--- src/rtl/cam_irq_pkg.sv ---
package cam_irq_pkg;
    // Field layout of the register word as software decodes it
    localparam int unsigned REG_W   = 32;
    localparam int unsigned FIELD_W = 8;
    localparam int unsigned STAT_LO = 0;
    localparam int unsigned MASK_LO = STAT_LO + FIELD_W;
    localparam int unsigned ACK_LO  = MASK_LO + FIELD_W;
endpackage

--- src/rtl/cam_irq_status.sv ---
module cam_irq_status #(
    parameter int unsigned N = 8
) (
    input  logic         clk,
    input  logic         rst_n,
    input  logic [N-1:0] evt,
    input  logic [N-1:0] ack,
    output logic [N-1:0] stat_q
);
    typedef struct packed {
        logic [N-1:0] stat;
    } stat_state_t;

    stat_state_t st_d, st_q;

    always_comb begin
        st_d = st_q;
        for (int i = 0; i < N; i++) begin
            // event has priority over a same-cycle acknowledge
            if (evt[i])
                st_d.stat[i] = 1'b1;
            else if (ack[i])
                st_d.stat[i] = 1'b0;
        end
    end

    always_ff @(posedge clk or negedge rst_n) begin
        if (!rst_n) st_q <= '0;
        else        st_q <= st_d;
    end

    assign stat_q = st_q.stat;


    evt_sets_chk: assert property (@(posedge clk) disable iff (!rst_n)
        (evt != '0) |=> ((stat_q & $past(evt)) == $past(evt)));

    flag_hold_chk: assert property (@(posedge clk) disable iff (!rst_n)
        (ack == '0) |=> ((stat_q & $past(stat_q)) == $past(stat_q)));

    ack_clears_chk: assert property (@(posedge clk) disable iff (!rst_n)
        ((ack & ~evt) != '0) |=> ((stat_q & $past(ack & ~evt)) == '0));

    no_spurious_set_chk: assert property (@(posedge clk) disable iff (!rst_n)
        1'b1 |=> ((stat_q & ~$past(stat_q) & ~$past(evt)) == '0));
endmodule

--- src/rtl/cam_irq_mask.sv ---
module cam_irq_mask #(
    parameter int unsigned N = 8
) (
    input  logic         clk,
    input  logic         rst_n,
    input  logic         wr_en,
    input  logic [N-1:0] wmask,
    output logic [N-1:0] mask_q
);
    typedef struct packed {
        logic [N-1:0] dis;
    } mask_state_t;

    mask_state_t ms_d, ms_q;

    always_comb begin
        ms_d = ms_q;
        if (wr_en) ms_d.dis = wmask;
    end

    always_ff @(posedge clk or negedge rst_n) begin
        if (!rst_n) ms_q <= '{dis: '1};
        else        ms_q <= ms_d;
    end

    assign mask_q = ms_q.dis;


    mask_load_chk: assert property (@(posedge clk) disable iff (!rst_n)
        wr_en |=> (mask_q == $past(wmask)));

    mask_hold_chk: assert property (@(posedge clk) disable iff (!rst_n)
        !wr_en |=> $stable(mask_q));
endmodule

--- src/rtl/cam_irq_merge.sv ---
module cam_irq_merge #(
    parameter int unsigned N = 8
) (
    input  logic         clk,
    input  logic         rst_n,
    input  logic [N-1:0] stat,
    input  logic [N-1:0] mask,
    output logic         irq_q
);
    typedef struct packed {
        logic irq;
    } merge_state_t;

    merge_state_t mg_d, mg_q;
    logic [N-1:0] live;

    always_comb begin
        live   = stat & ~mask;
        mg_d   = mg_q;
        mg_d.irq = |live;
    end

    always_ff @(posedge clk or negedge rst_n) begin
        if (!rst_n) mg_q <= '0;
        else        mg_q <= mg_d;
    end

    assign irq_q = mg_q.irq;


    irq_quiet_chk: assert property (@(posedge clk) disable iff (!rst_n)
        ((stat & ~mask) == '0) |=> !irq_q);

    irq_raise_chk: assert property (@(posedge clk) disable iff (!rst_n)
        ((stat & ~mask) != '0) |=> irq_q);
endmodule

--- src/rtl/cam_irq_reg.sv ---
module cam_irq_reg #(
    parameter int unsigned NUM_SRC = 8
) (
    input  logic        clk,
    input  logic        rst_n,
    input  logic        wr_en_i,
    input  logic [31:0] wr_data_i,
    output logic [31:0] rd_data_o,
    input  logic [7:0]  evt_i,
    output logic        irq_o
);
    import cam_irq_pkg::*;

    localparam int unsigned N = (NUM_SRC > FIELD_W) ? FIELD_W : NUM_SRC;

    logic [N-1:0] stat_q, mask_q, ack;
    logic         wr_bits_unused;

    assign ack = wr_en_i ? wr_data_i[ACK_LO +: N] : '0;
    assign wr_bits_unused = ^{wr_data_i, evt_i};

    cam_irq_status #(.N(N)) u_status (
        .clk    (clk),
        .rst_n  (rst_n),
        .evt    (evt_i[N-1:0]),
        .ack    (ack),
        .stat_q (stat_q)
    );

    cam_irq_mask #(.N(N)) u_mask (
        .clk    (clk),
        .rst_n  (rst_n),
        .wr_en  (wr_en_i),
        .wmask  (wr_data_i[MASK_LO +: N]),
        .mask_q (mask_q)
    );

    cam_irq_merge #(.N(N)) u_merge (
        .clk   (clk),
        .rst_n (rst_n),
        .stat  (stat_q),
        .mask  (mask_q),
        .irq_q (irq_o)
    );

    always_comb begin
        rd_data_o = '0;
        rd_data_o[STAT_LO +: N] = stat_q;
        rd_data_o[MASK_LO +: N] = mask_q;
    end


    always_comb begin
        upper_zero_chk: assert (rd_data_o[31:16] == 16'h0);
    end
endmodule

--- config.mk ---
export PLATFORM = sky130hd
export DESIGN_NAME = cam_irq_reg
export DESIGN_NICKNAME = d
export VERILOG_FILES = /design/src/rtl/cam_irq_pkg.sv /design/src/rtl/cam_irq_status.sv /design/src/rtl/cam_irq_mask.sv /design/src/rtl/cam_irq_merge.sv /design/src/rtl/cam_irq_reg.sv
export SDC_FILE = /design/constraint.sdc
export NUM_CORES = 1
export LEC_CHECK = 0
export BUFFER_PORTS_ARGS = -buffer_cell sky130_fd_sc_hd__buf_2
export CAP_MARGIN = 20
export CORE_MARGIN = 2
export CORE_UTILIZATION = 36
export CTS_CLUSTER_DIAMETER = 60
export DETAILED_ROUTE_END_ITERATION = 10
export GPL_TIMING_DRIVEN = 0
export PLACE_DENSITY = 0.76
export SKIP_CTS_REPAIR_TIMING = 1
export SYNTH_ARGS = -nofsm -noshare
export SYNTH_HDL_FRONTEND = slang
export SYNTH_SLANG_ARGS = --single-unit
--- constraint.sdc ---
create_clock -name clk -period 1.3 [get_ports clk]
set_input_delay 0.13 -clock clk [delete_from_list [all_inputs] [get_ports clk]]
set_output_delay 0.13 -clock clk [all_outputs]
set_load 0.01 [all_outputs]
==> flow_summary_export.csv <==
group,metric,value,unit
synthesis,syn_inst,73,
sta,max_freq,803,MHz
floorplanning,dieHeight,51.7,µm
clock_tree,root_buffer,"clkbuf_4",
power,powerDensity,983,nW/µm²
final_layout,layout_common_cells,"buf_2, buf_4, conb_1",
placement,dp.cells,158,
power,leakage,0.649,nW
sta,drv_slew,0,
critical_path,cp.arrival,1.40,ns
final_layout,finalCoreUtilization,0.528,
sta,period_share,0.959,
final_layout,final_layout_size_suffix_gt1_frac,0.593,
synthesis,syn_area_per_cell,11.2,µm²
power,p_sw,0.294,mW
drt,wl,1.49,mm
global_route,grt_pass1_wl,2.37,mm
power,clkPwrFrac,0.236,
sta,setup_violations,0,
critical_path,critPathKind,"register to register",
floorplanning,ios,76,
sta,rsz0062_at_grt,"false",
synthesis,synth_cell_type_count,13,
synthesis,yosys.area_share.adder,0,
sta,hold_viol_final,0,
power,seq_power_share,0.546,
status,status,"completed",
final_layout,multi_input_area,274,µm²
critical_path,start_kind,"register",
global_route,antenna_found_initial,0,
placement,io_buffers,42,
floorplanning,dieArea,2670,µm²
synthesis,syn_area,820,µm²
sta,finClkSkew,0.000814,ns
final_layout,final_nets,179,
synthesis,ys_seq_area_frac,0.531,
drt,drc,0,
synthesis,synthXorXnorAreaFrac,0,
clock_tree,path_clk_slew,0.09,ns
synthesis,synth-simple-area-share,0.0458,
synthesis,synth_top_family_by_area,"buffers and inverters",
global_route,overflow,0,
critical_path,reg2reg_depth,2,
power,peakVddDrop,0.724,mV
final_layout,n_fill_cell,211,
critical_path,cp.required,1.46,ns
floorplanning,fp.coreArea,2190,µm²
drt,first_pass_iters,4,
final_layout,syn_to_final_growth,41.2,%
critical_path,end_kind,"register",
synthesis,synth_compound_area_frac,0.105,
floorplanning,initial_utilization,0.374,
final_layout,seq_area,435,µm²
power,power.total,1.14,mW
drt,post_drt_wl_per_cell,9.16,µm
power,switching_share,0.258,
power,p_int,0.845,mW
drt,viasPerCell,4.10,
placement,preCtsSetupSlack,0.0600,ns
critical_path,cp_max_fo,3,
floorplanning,die_x,51.7,µm
final_layout,antennaDiodeCount,0,
floorplanning,fp-row-count,17,
final_layout,final_common_cell,"buf_2",
min_path,min_path_type,"input pin to register",
synthesis,yosysWarnings,0,
drt,drtAntennaViolNets,0,
synthesis,synth.mux.area_fraction,0.110,
clock_tree,clk_latency,0.28,ns
drt,vias,669,
clock_tree,cts_tree,"done",
final_layout,fin_cells,163,
clock_tree,cts_max_level,1,
synthesis,synth_seq_cells,17,
placement,hpwl,1.23,mm
flow_run,drv_cap,0,
placement,routabilityCongestion,0.634,
global_route,grt_pass1_vias,558,
sta,layout_min_cycle_time,1.25,ns
clock_tree,clock_path_buffers,2,
sta,fin_setup_tns,0,ns
drt,drt_iter0_drc,2,
power,comb_power_share,0.218,
clock_tree,cts_buffers,3,
sta,fin_ws,0.0539,ns
min_path,hold_depth,2,
clock_tree,clock_sinks,17,
global_route,grt_usage,0.121,
global_route,grt_max_degree,18,
-- cell usage after synthesis (all sizes together) --
| cell | instances | area share |
|---|---|---|
| buf | 18 | 0.17 |
| dfrtp | 9 | 0.27 |
| a21o | 8 | 0.075 |
| dfstp | 8 | 0.26 |
| inv | 8 | 0.037 |
| mux2 | 8 | 0.11 |
| nand2 | 8 | 0.037 |
| o22ai | 4 | 0.031 |
| conb | 1 | 0.0046 |
| or4 | 1 | 0.0092 |
-- power by group through the flow --
stage | clock (mW) | sequential, mW | combinational [mW]
3_5_place_dp | 0 | 0.631 | 0.249
2_1_floorplan | 0 | 0.649 | 0.126
3_3_place_gp | 0 | 0.629 | 0.245
6_report | 0.268 | 0.621 | 0.249
4_1_cts | 0.279 | 0.622 | 0.249
5_1_grt | 0.312 | 0.630 | 0.276
-- cell families after synthesis --
family	after synthesis
compound gates	12
buf+inv	26
flops	17
mux	8
other cells	1
simple gates	9
-- path summary, 6_finish.rpt --
check	endpoint	slack (ns)	start
min	u_status.stat_q[0]$_DFFE_PN0P_	0.02	evt_i[0]
max	u_merge.irq_q$_DFF_PN0_	0.05	u_mask.mask_q[6]$_DFFE_PN1P_
min in group asynchronous	u_status.stat_q[5]$_DFFE_PN0P_	0.28	rst_n
max reg2reg	u_merge.irq_q$_DFF_PN0_	0.05	u_mask.mask_q[6]$_DFFE_PN1P_
min reg2reg	u_status.stat_q[2]$_DFFE_PN0P_	0.51	u_status.stat_q[2]$_DFFE_PN0P_
max in group asynchronous	u_mask.mask_q[7]$_DFFE_PN1P_	0.71	rst_n
-- area by class of cell --
type | instances | area share
clock buffer | 4 | 0.0227
inverter | 8 | 0.0259
timing repair buffer | 43 | 0.190
multi-input combinational | 45 | 0.237
buffer | 18 | 0.118
sequential | 17 | 0.376
tap | 28 | 0.0303
-- through the flow --
step           hold WS (ns)  area [µm²]
5_1_grt             0.00431        1160
6_report             0.0208        1160
3_5_place_dp         0.0678        1120
4_1_cts              -0.245        1150
2_1_floorplan        -0.166         876
3_3_place_gp         0.0605        1120
-- critical path, stage by stage, from the launching register on --
cell and delay [ns]:
dfstp_2 0.55, o22ai_1 0.07, or4_1 0.51
-- registers in the layout (all words and copies together), names as in the netlist --
signal	count
u_status.stat_q	8
u_mask.mask_q	8
u_merge.irq_q	1
-- metal layers --
| layer | vias up | share of wire | global-route usage |
|---|---|---|---|
| met5 | - | 0 | 0 |
| met4 | 0 | 0.0060 | 0.0526 |
| met3 | 2 | 0.11 | 0.0172 |
| met2 | 42 | 0.45 | 0.192 |
| met1 | 290 | 0.43 | 0.164 |
| li1 | 335 | - | - |
Power figures use the tool's default switching activity.
